$ cat src/rtl/zg_pkg.sv
package zg_pkg;
  typedef enum logic [1:0] {
    ACC_IDLE  = 2'd0,
    ACC_READ  = 2'd1,
    ACC_WRITE = 2'd2
  } acc_kind_e;
endpackage

$ cat src/rtl/zg_zero_detect.sv
module zg_zero_detect #(
  parameter int LANES  = 4,
  parameter int BYTE_W = 8
) (
  input  logic [LANES*BYTE_W-1:0] data_in,
  output logic [LANES-1:0]        lane_zero
);
  for (genvar g = 0; g < LANES; g++) begin : g_lane
    assign lane_zero[g] = (data_in[g*BYTE_W +: BYTE_W] == '0);
  end
endmodule

$ cat src/rtl/zg_popcount.sv
module zg_popcount #(
  parameter int WIDTH = 4,
  parameter int CNT_W = 3
) (
  input  logic [WIDTH-1:0] bits_in,
  output logic [CNT_W-1:0] count
);
  always_comb begin
    count = '0;
    for (int k = 0; k < WIDTH; k++) begin
      count = count + CNT_W'(bits_in[k]);
    end
  end
endmodule

$ cat src/rtl/zg_lane.sv
module zg_lane #(
  parameter int DEPTH  = 16,
  parameter int BYTE_W = 8,
  localparam int ADDR_W = $clog2(DEPTH)
) (
  input  logic              clk,
  input  logic              rst_n,
  input  logic [ADDR_W-1:0] addr,
  input  logic              flag_we,
  input  logic              flag_wval,
  input  logic              cell_we,
  input  logic [BYTE_W-1:0] wbyte,
  input  logic              rd_en,
  output logic              flag_now,
  output logic [BYTE_W-1:0] rbyte
);
  logic [DEPTH-1:0]  flag_q, flag_d;
  logic [BYTE_W-1:0] cell_q [DEPTH];
  logic              zflag_q;
  logic [BYTE_W-1:0] dat_q;
  logic              cell_re;

  assign flag_now = flag_q[addr];
  assign cell_re  = rd_en & ~flag_now;

  always_comb begin
    flag_d = flag_q;
    if (flag_we) flag_d[addr] = flag_wval;
  end

  always_ff @(posedge clk or negedge rst_n) begin
    if (!rst_n)       flag_q <= '1;
    else if (flag_we) flag_q <= flag_d;
  end

  always_ff @(posedge clk) begin
    if (cell_we) cell_q[addr] <= wbyte;
  end

  always_ff @(posedge clk or negedge rst_n) begin
    if (!rst_n)     zflag_q <= 1'b1;
    else if (rd_en) zflag_q <= flag_now;
  end

  always_ff @(posedge clk) begin
    if (cell_re) dat_q <= cell_q[addr];
  end

  assign rbyte = zflag_q ? '0 : dat_q;

  // the cells are written only for a nonzero byte
  a_r2_zero_byte_not_written: assert property (@(posedge clk) disable iff (!rst_n)
    cell_we |-> (wbyte != '0));

  // a cell write always comes with a flag write
  a_r2_cell_write_has_flag: assert property (@(posedge clk) disable iff (!rst_n)
    cell_we |-> (flag_we && !flag_wval));

  // a gated read leaves the data latch untouched
  a_r3_gated_read_no_access: assert property (@(posedge clk) disable iff (!rst_n)
    (rd_en && flag_now) |=> $stable(dat_q));
endmodule

$ cat src/rtl/zgate_data_array.sv
module zgate_data_array #(
  parameter int DATA_W = 32,
  parameter int BYTE_W = 8,
  parameter int DEPTH  = 16,
  localparam int LANES  = DATA_W / BYTE_W,
  localparam int ADDR_W = $clog2(DEPTH),
  localparam int CNT_W  = $clog2(LANES + 1)
) (
  input  logic              clk,
  input  logic              rst_n,
  input  logic              req_valid,
  input  logic              req_we,
  input  logic [ADDR_W-1:0] req_addr,
  input  logic [DATA_W-1:0] req_wdata,
  output logic              rsp_valid,
  output logic [DATA_W-1:0] rd_data,
  output logic              stat_valid,
  output logic [CNT_W-1:0]  stat_gated,
  output logic [CNT_W-1:0]  stat_active
);
  import zg_pkg::*;

  acc_kind_e        kind;
  logic [LANES-1:0] wr_zero;
  logic [LANES-1:0] rd_flag;
  logic [LANES-1:0] gate_vec;
  logic [CNT_W-1:0] gate_cnt;
  logic             rsp_valid_d, stat_valid_d;
  logic [CNT_W-1:0] gated_d, active_d;

  always_comb begin
    if (!req_valid)  kind = ACC_IDLE;
    else if (req_we) kind = ACC_WRITE;
    else             kind = ACC_READ;
  end

  zg_zero_detect #(.LANES(LANES), .BYTE_W(BYTE_W)) i_zdet (
    .data_in  (req_wdata),
    .lane_zero(wr_zero)
  );

  for (genvar g = 0; g < LANES; g++) begin : g_lane
    zg_lane #(.DEPTH(DEPTH), .BYTE_W(BYTE_W)) i_lane (
      .clk      (clk),
      .rst_n    (rst_n),
      .addr     (req_addr),
      .flag_we  (kind == ACC_WRITE),
      .flag_wval(wr_zero[g]),
      .cell_we  ((kind == ACC_WRITE) && !wr_zero[g]),
      .wbyte    (req_wdata[g*BYTE_W +: BYTE_W]),
      .rd_en    (kind == ACC_READ),
      .flag_now (rd_flag[g]),
      .rbyte    (rd_data[g*BYTE_W +: BYTE_W])
    );
  end

  assign gate_vec = (kind == ACC_WRITE) ? wr_zero : rd_flag;

  zg_popcount #(.WIDTH(LANES), .CNT_W(CNT_W)) i_pop (
    .bits_in(gate_vec),
    .count  (gate_cnt)
  );

  always_comb begin
    rsp_valid_d  = (kind == ACC_READ);
    stat_valid_d = (kind != ACC_IDLE);
    gated_d      = stat_gated;
    active_d     = stat_active;
    if (kind != ACC_IDLE) begin
      gated_d  = gate_cnt;
      active_d = CNT_W'(LANES) - gate_cnt;
    end
  end

  always_ff @(posedge clk or negedge rst_n) begin
    if (!rst_n) begin
      rsp_valid   <= 1'b0;
      stat_valid  <= 1'b0;
      stat_gated  <= '0;
      stat_active <= '0;
    end else begin
      rsp_valid   <= rsp_valid_d;
      stat_valid  <= stat_valid_d;
      stat_gated  <= gated_d;
      stat_active <= active_d;
    end
  end

  // a read request is answered on the next cycle
  a_r4_read_answered: assert property (@(posedge clk) disable iff (!rst_n)
    (req_valid && !req_we) |=> rsp_valid);

  // no response without a read request
  a_r4_no_spurious_rsp: assert property (@(posedge clk) disable iff (!rst_n)
    !(req_valid && !req_we) |=> !rsp_valid);

  // read data holds when no response is given
  a_r5_rdata_hold: assert property (@(posedge clk) disable iff (!rst_n)
    !(req_valid && !req_we) |=> $stable(rd_data));

  // the two lane counts always cover every lane
  a_r6_counts_cover_lanes: assert property (@(posedge clk) disable iff (!rst_n)
    stat_valid |-> (32'(stat_gated) + 32'(stat_active) == LANES));

  // an all-zero write gates every lane
  a_r6_zero_write_all_gated: assert property (@(posedge clk) disable iff (!rst_n)
    (req_valid && req_we && req_wdata == '0) |=> (32'(stat_gated) == LANES));
endmodule

$ cat config.mk
export PLATFORM = sky130hd
export DESIGN_NAME = zgate_data_array
export DESIGN_NICKNAME = d
export VERILOG_FILES = /design/src/rtl/zg_pkg.sv /design/src/rtl/zg_zero_detect.sv /design/src/rtl/zg_popcount.sv /design/src/rtl/zg_lane.sv /design/src/rtl/zgate_data_array.sv
export SDC_FILE = /design/constraint.sdc
export NUM_CORES = 1
export LEC_CHECK = 0
export ABC_AREA = 1
export BUFFER_PORTS_ARGS = -buffer_cell sky130_fd_sc_hd__buf_2
export CAP_MARGIN = 10
export CORE_MARGIN = 2
export CORE_UTILIZATION = 46
export CTS_CLUSTER_DIAMETER = 30
export DETAILED_ROUTE_END_ITERATION = 8
export PLACE_DENSITY_LB_ADDON = 0.3
export SLEW_MARGIN = 20
export SYNTH_ARGS = -nofsm -noshare
export SYNTH_HDL_FRONTEND = slang
export SYNTH_SLANG_ARGS = --single-unit
$ cat constraint.sdc
create_clock -name clk -period 2.54 [get_ports clk]
set_input_delay 0.381 -clock clk [delete_from_list [all_inputs] [get_ports clk]]
set_output_delay 0.381 -clock clk [all_outputs]
set_load 0.005 [all_outputs]
## After elaboration in Yosys (flattened, before gate mapping)

Memories as Yosys holds them, arrays and structs flattened. A register that Yosys moved wholly into a read port is not among the register bits.
Index checks and enable logic that the tools add are counted.

- Output and inout port bits: 40
- Bits in writable memories: 512
- Logic and storage cells: 75
- Memories: 4
- Register bits: 76
- Input bits: 40

Memory list:

| name | depth | width | rd ports | clocked after memory_dff | write ports | line | RTL |
|---|---|---|---|---|---|---|---|
| g_lane[0].i_lane.cell_q | 16 | 8 | 1 | 1 | 1 | zg_lane.sv:18 | `logic [BYTE_W-1:0] cell_q [DEPTH];` |
| g_lane[1].i_lane.cell_q | 16 | 8 | 1 | 1 | 1 | zg_lane.sv:18 |  |
| g_lane[2].i_lane.cell_q | 16 | 8 | 1 | 1 | 1 | zg_lane.sv:18 |  |
| g_lane[3].i_lane.cell_q | 16 | 8 | 1 | 1 | 1 | zg_lane.sv:18 |  |

- Mux-type cells: 29
- Reductions and logical operators: 14
- Bitwise logic cells: 8
- $add $sub $neg: 4
- $lt $le $gt $ge: 2
- Equal/unequal tests: 2

Operators with widths:

| operator | count |
|---|---|
| bitwise mux 16 bit | 4 |
| zero test 8 bit | 4 |
| 2-to-1 mux 8 bit | 4 |
| binary-select mux 1 bit (select 4 bit) | 4 |
| 2-to-1 mux 1 bit | 13 |
| adder 3 x 1 -> 3 bit | 2 |
| logical AND 1 bit | 5 |
| < comparator 4 x 5 -> 1 bit (second input constant) | 1 |
| AND 1 bit | 4 |
| demux 1 bit (select 4 bit) | 1 |
| >= comparator 4 x 1 -> 1 bit (second input constant) | 1 |
| zero test 1 bit | 4 |
| 2-to-1 mux 2 bit | 2 |
| 2-to-1 mux 4 bit | 1 |
| inverter 1 bit | 4 |
| subtractor 3 bit (first input constant) | 1 |
| adder 1 x 1 -> 2 bit | 1 |
| equality test 2 x 1 -> 1 bit (second input constant) | 1 |
| equality test 2 bit (second input constant) | 1 |
| nonzero test 2 bit | 1 |

## Depth between registers and ports, before layout

- Depth in word-level cells: 8
- Gate-level depth with buffers: 20
- Gate-level depth less buffers: 18

## Cells and area by module

A second synthesis with hierarchy kept.

- Cells, all modules: 2056
- Area total of the unflattened synthesis: 26205.1 sq um

Modules (own cells, without submodules):

| module | area an instance (sq um) | seq. area each (sq um) | times used | cells an instance |
|---|---|---|---|---|
| zg_lane (g_lane[1].i_lane ...) | 6495.0 | 4530.6 | 3 | 494 |
| zg_lane (g_lane[0].i_lane) | 6216.0 | 4530.6 | 1 | 494 |
| zgate_data_array | 335.3 | 175.2 | 1 | 44 |
| zg_zero_detect | 105.1 | 0.0 | 1 | 28 |
| zg_popcount | 63.8 | 0.0 | 1 | 8 |

## Worst setup path before layout

No wires, ideal clock.

- Kind: input to register
- Start point: in req_valid
- End point: reg stat_active[2]
- Required time: 2.410 ns
- Path slack: -0.185 ns
- Arrival time: 2.594 ns
- Cell stages on the path: 15
- Path buffers: 2
- Setup time: 0.130 ns
- Cell sequence: nand2_1 -> clkinv_1 -> buf_2 -> clkbuf_1 -> nand2_1 -> nand2_1 -> ha_1 -> inv_1 -> fa_1 -> inv_1 -> ha_1 -> inv_1 -> ha_1 -> xnor2_1 -> o21ai_0

- Longest elaborated chain between the ends: 7

Ends and longest elaborated chain:

| item | line | RTL |
|---|---|---|
| start: declaration | zgate_data_array.sv:11 | `input logic req_valid,` |
| 2-to-1 mux 2 bit (*) | zgate_data_array.sv:32 | `if (!req_valid) kind = ACC_IDLE;` |
| equality test 2 bit (*) | zgate_data_array.sv:57 | `assign gate_vec = (kind == ACC_WRITE) ? wr_zero : rd_flag;` |
| 2-to-1 mux 4 bit (*) | zgate_data_array.sv:57 |  |
| adder 1 x 1 -> 2 bit | zg_popcount.sv:11 | `count = count + CNT_W'(bits_in[k]);` |
| adder 3 x 1 -> 3 bit | zg_popcount.sv:11 |  |
| adder 3 x 1 -> 3 bit (*) | zg_popcount.sv:11 |  |
| via gate_cnt[1] | zgate_data_array.sv:27 | `logic [CNT_W-1:0] gate_cnt;` |
| subtractor 3 bit (*) | zgate_data_array.sv:71 | `active_d = CNT_W'(LANES) - gate_cnt;` |
| end signal: assignment | zgate_data_array.sv:85 | `stat_active <= active_d;` |
| end: declaration | zgate_data_array.sv:19 | `output logic [CNT_W-1:0] stat_active` |

The timed path passes the listed nets; every way through them passes the cells marked *.
A chain may end at the register's enable or synchronous reset.

## Final worst setup path

- Start point: reg g_lane[1].i_lane.flag_q[10]
- End point: reg stat_active[2]

- Longest elaborated chain between the ends: 7

Ends and longest elaborated chain:

| item | line | RTL |
|---|---|---|
| start: declaration | zg_lane.sv:17 | `logic [DEPTH-1:0] flag_q, flag_d;` |
| start signal: assignment | zg_lane.sv:33 | `else if (flag_we) flag_q <= flag_d;` |
| binary-select mux 1 bit (select 4 bit) | zg_lane.sv:23 | `assign flag_now = flag_q[addr];` |
| 2-to-1 mux 1 bit (implied by the code) | zg_lane.sv:23 |  |
| 2-to-1 mux 4 bit | zgate_data_array.sv:57 |  |
| adder 1 x 1 -> 2 bit | zg_popcount.sv:11 |  |
| adder 3 x 1 -> 3 bit (2 in a row) | zg_popcount.sv:11 |  |
| via gate_cnt[1] | zgate_data_array.sv:27 |  |
| subtractor 3 bit | zgate_data_array.sv:71 |  |

The timed path passes the listed nets, and every way through them passes these cells. The select of a mux whose other input is x is not followed.

==> summary.md <==
| Metric | Value |
|---|---|
| Drt first-iter violations | `1481` |
| DRC Markers | `0` |
| CP Capture Type | `register` |
| Layout cell share with drive strength beyond 1 | `23.8%` |
| Fmax | `0.406 GHz` |
| Syn Std Cell Area | `0.0244 mm^2` |
| Net Count, Synth | `1965` |
| Worst skew pair latency | `0.65 ns` |
| Critical path peak fanout | `2` |
| Critical Path RT | `3.08 ns` |
| CP Cell Sequence | `inv_1, o21ai_2, nand2_1, nand2_1, nand2_1, nand2_2, o21ai_2, nand2_2, ha_4, inv_2, fa_2, inv_2, ha_4, inv_4, ha_4, xnor2_2, o21ai_1` |
| Clk slew on worst S/H paths | `0.04 ns` |
| Vias in the first global route | `15861` |
| First-pass GRT wire length | `93700 um` |
| WP buf/inv | `4` |
| GP Congestion | `0.930` |
| Synth unique cells | `22` |
| Avg Vias per Cell | `5.35` |
| Max VDD drop | `529 uV` |
| Slew Limit Fails | `0` |
| DP Area | `0.0267 mm^2` |
| DRT Wirelength | `61300 um` |
| Crit share post-route | `96.9%` |
| DRT Pass-1 Iters | `6` |
| Dpl ws | `-0.263 ns` |
| Die X | `234 um` |
| Post-detail-place hpwl | `36500 um` |
| Buffers on Ports | `79` |
| Yosys synthesis warning count | `0` |
| Critical-path top delay cell | `dfstp_2` |
| Power Density | `939 mW/mm^2` |
| Gr usage total | `22.9%` |
| Clk_skew | `0.0314 ns` |
| Antenna cells | `0` |
| Final hold viol count | `0` |
| LEAKAGE | `12.3 nW` |
| CTS H-Tree Depth | `3` |
| Core area | `0.0526 mm^2` |
| Crit path DAT | `3.01 ns` |
| Initial core utilization | `46.5%` |
| Pin count of the biggest net entering global routing | `76` |
| Die height | `234 um` |
| Setup ws final | `0.0783 ns` |
| Total CTS buffers | `110` |
| Drt wl/cell | `20.6 um` |
| Die area | `0.0549 mm^2` |
| Longest Clk Path Bufs | `3` |
| HP Class | `input pin to register` |
| Antenna viol nets, final | `0` |
| CTS root buf | `clkbuf_16` |
| Grt ovf | `0` |
| Flops & latches, synth | `619` |
| Layout area overhead | `25.5%` |
| Design area | `0.0306 mm^2` |
| Type of the worst setup path | `register to register` |
| Synth Instances | `1921` |
| RSZ-0062 raised after global routing | `yes` |
| Worst-Margin Slew | `0.679 ns` |
| Design Power | `28.8 mW` |
| Routed vias | `15915` |
| Crit path launch type | `register` |
| Ports | `80` |
| Outcome | `finished clean` |
| Max incr delay on CP | `0.52 ns` |
| Mean Syn Cell Area | `12.7 um^2` |
| Minimum clock period | `2.46 ns` |
| Postcts setup bufs | `0` |
| Initial antenna violation count | `2` |
| CTS tree | `done` |
| # clock sinks | `619` |
| Final setup vio count | `0` |
| Slew HR | `54.6%` |
| Final net count | `2238` |
| Seq/Total Area, Yosys | `75.0%` |
| CP top delay family | `adder cells` |
| Max-capacitance violation count | `0` |
| Num rows | `84` |
==> layout make-up <==
cell class / instances / area (um^2)
Sequential cell: 619 / 18300
Inverter: 157 / 596
Fill cell: 4166 / 21900
Clock buffer: 118 / 2810
Clock inverter: 89 / 1030
Multi-Input combinational cell: 1050 / 5180
Timing Repair Buffer: 256 / 1870
Tap cell: 688 / 861
==> metrics by stage <==
stage / std cells / hold slack (ns) / setup TNS, ns / util [%]
finish: 2977 / 0.0478 / 0 / 58.3
global route: 2977 / 0.0442 / -0.0271 / 58.3
CTS: 2976 / 0.0267 / 0 / 58.2
detailed placement: 2768 / 0.459 / -6.36 / 50.8
global placement: 2768 / 0.452 / -6.29 / 50.8
floorplan: 1921 / 0.0854 / -0.00145 / -
==> what timing repair did <==
action	4_1_cts	5_1_grt
hold buffers	1	0
pin swaps	1	12
resized for setup	5	11
hold endpoints to repair	7	0
endpoints found under the setup margin	2	2
==> final timing paths <==
kind / from / end / slack (ns) / depth (start not counted)
max: g_lane[1].i_lane.flag_q[10]$_DFFE_PN1P_ / stat_active[2]$_DFFE_PN0P_ / 0.08 / 17
min: req_valid / stat_valid$_DFF_PN0_ / 0.05 / 2
max reg2reg: g_lane[1].i_lane.flag_q[10]$_DFFE_PN1P_ / stat_active[2]$_DFFE_PN0P_ / 0.08 / 17
min reg2reg: g_lane[3].i_lane.flag_q[1]$_DFFE_PN1P_ / g_lane[3].i_lane.flag_q[1]$_DFFE_PN1P_ / 0.47 / 2
max in group asynchronous: rst_n / g_lane[2].i_lane.flag_q[14]$_DFFE_PN1P_ / 1.59 / 3
min in group asynchronous: rst_n / rsp_valid$_DFF_PN0_ / 0.26 / 2
==> report_power, final <==
group          internal, mW  total, mW  switching (mW)  leakage [nW]
clock network          9.88       14.9            5.07          1.85
registers              11.7       11.9           0.231          5.71
logic                 0.694       1.88            1.19          4.69
total                  22.3       28.8            6.49          12.3
==> state kept, by name, summed over array words and instances, names as in the netlist <==
signal and count:
stat_gated 3, rsp_valid 1, stat_active 2, g_lane.i_lane.zflag_q 4, stat_valid 1, g_lane.i_lane.flag_q 64, g_lane.i_lane.cell_q 512, g_lane.i_lane.dat_q 32
==> cells in the final DEF, fill, tap and decap left out, drive strengths merged <==
cell type and n:
dlygate4sd3 1, nand3 9, dfrtp 7, clkbuf 118
buf 255, dfstp 68, edfxtp 544, nor3 3
ha 3, fa 1, a22oi 256, a21oi 64
nor2 152, clkinv 41, bufinv 18, clkinvlp 16
inv 171, o21ai 22, nand2 539, xnor2 1
==> logic make-up (layout without fill, tap and decap cells) <==
family | count (synthesis) | in the layout | synth area share [%]
and+or+nand+nor | 703 | 703 | 11.0
DFF | 619 | 619 | 75.0
AOI/OAI and AO/OA | 342 | 342 | 9.64
buffers and inverters | 252 | 620 | 4.18
adders and majority gates | 4 | 4 | 0.236
xor gates and xnor gates | 1 | 1 | 0.0359
==> per-layer routing <==
metal  vias up  track usage (%)  part of all wire (%)
li1       7363                -                     -
met1      7847             31.8                    43
met2       592             36.5                    48
met3       109             3.90                   6.9
met4         4             8.51                   2.7
met5         -                0                 0.047
==> synth_stat cells <==
cell type  instances  area share, %
a21oi_1           64            1.3
a22oi_1          256            7.9
buf_1              6          0.092
buf_2             54            1.1
buf_4              2          0.061
clkbuf_1          33           0.51
clkinv_1           2          0.031
dfrtp_1            7           0.72
dfstp_2           68            7.3
edfxtp_1         544             67
fa_1               1          0.082
ha_1               3           0.15
inv_1            154            2.4
inv_2              1          0.015
nand2_1          539            8.3
nand3_1            9           0.18
nor2_1           146            2.2
nor2_2             5           0.13
nor2_4             1          0.046
nor3_1             3          0.061
o21ai_0           22           0.45
xnor2_1            1          0.036
Power figures use the tool's default switching activity.
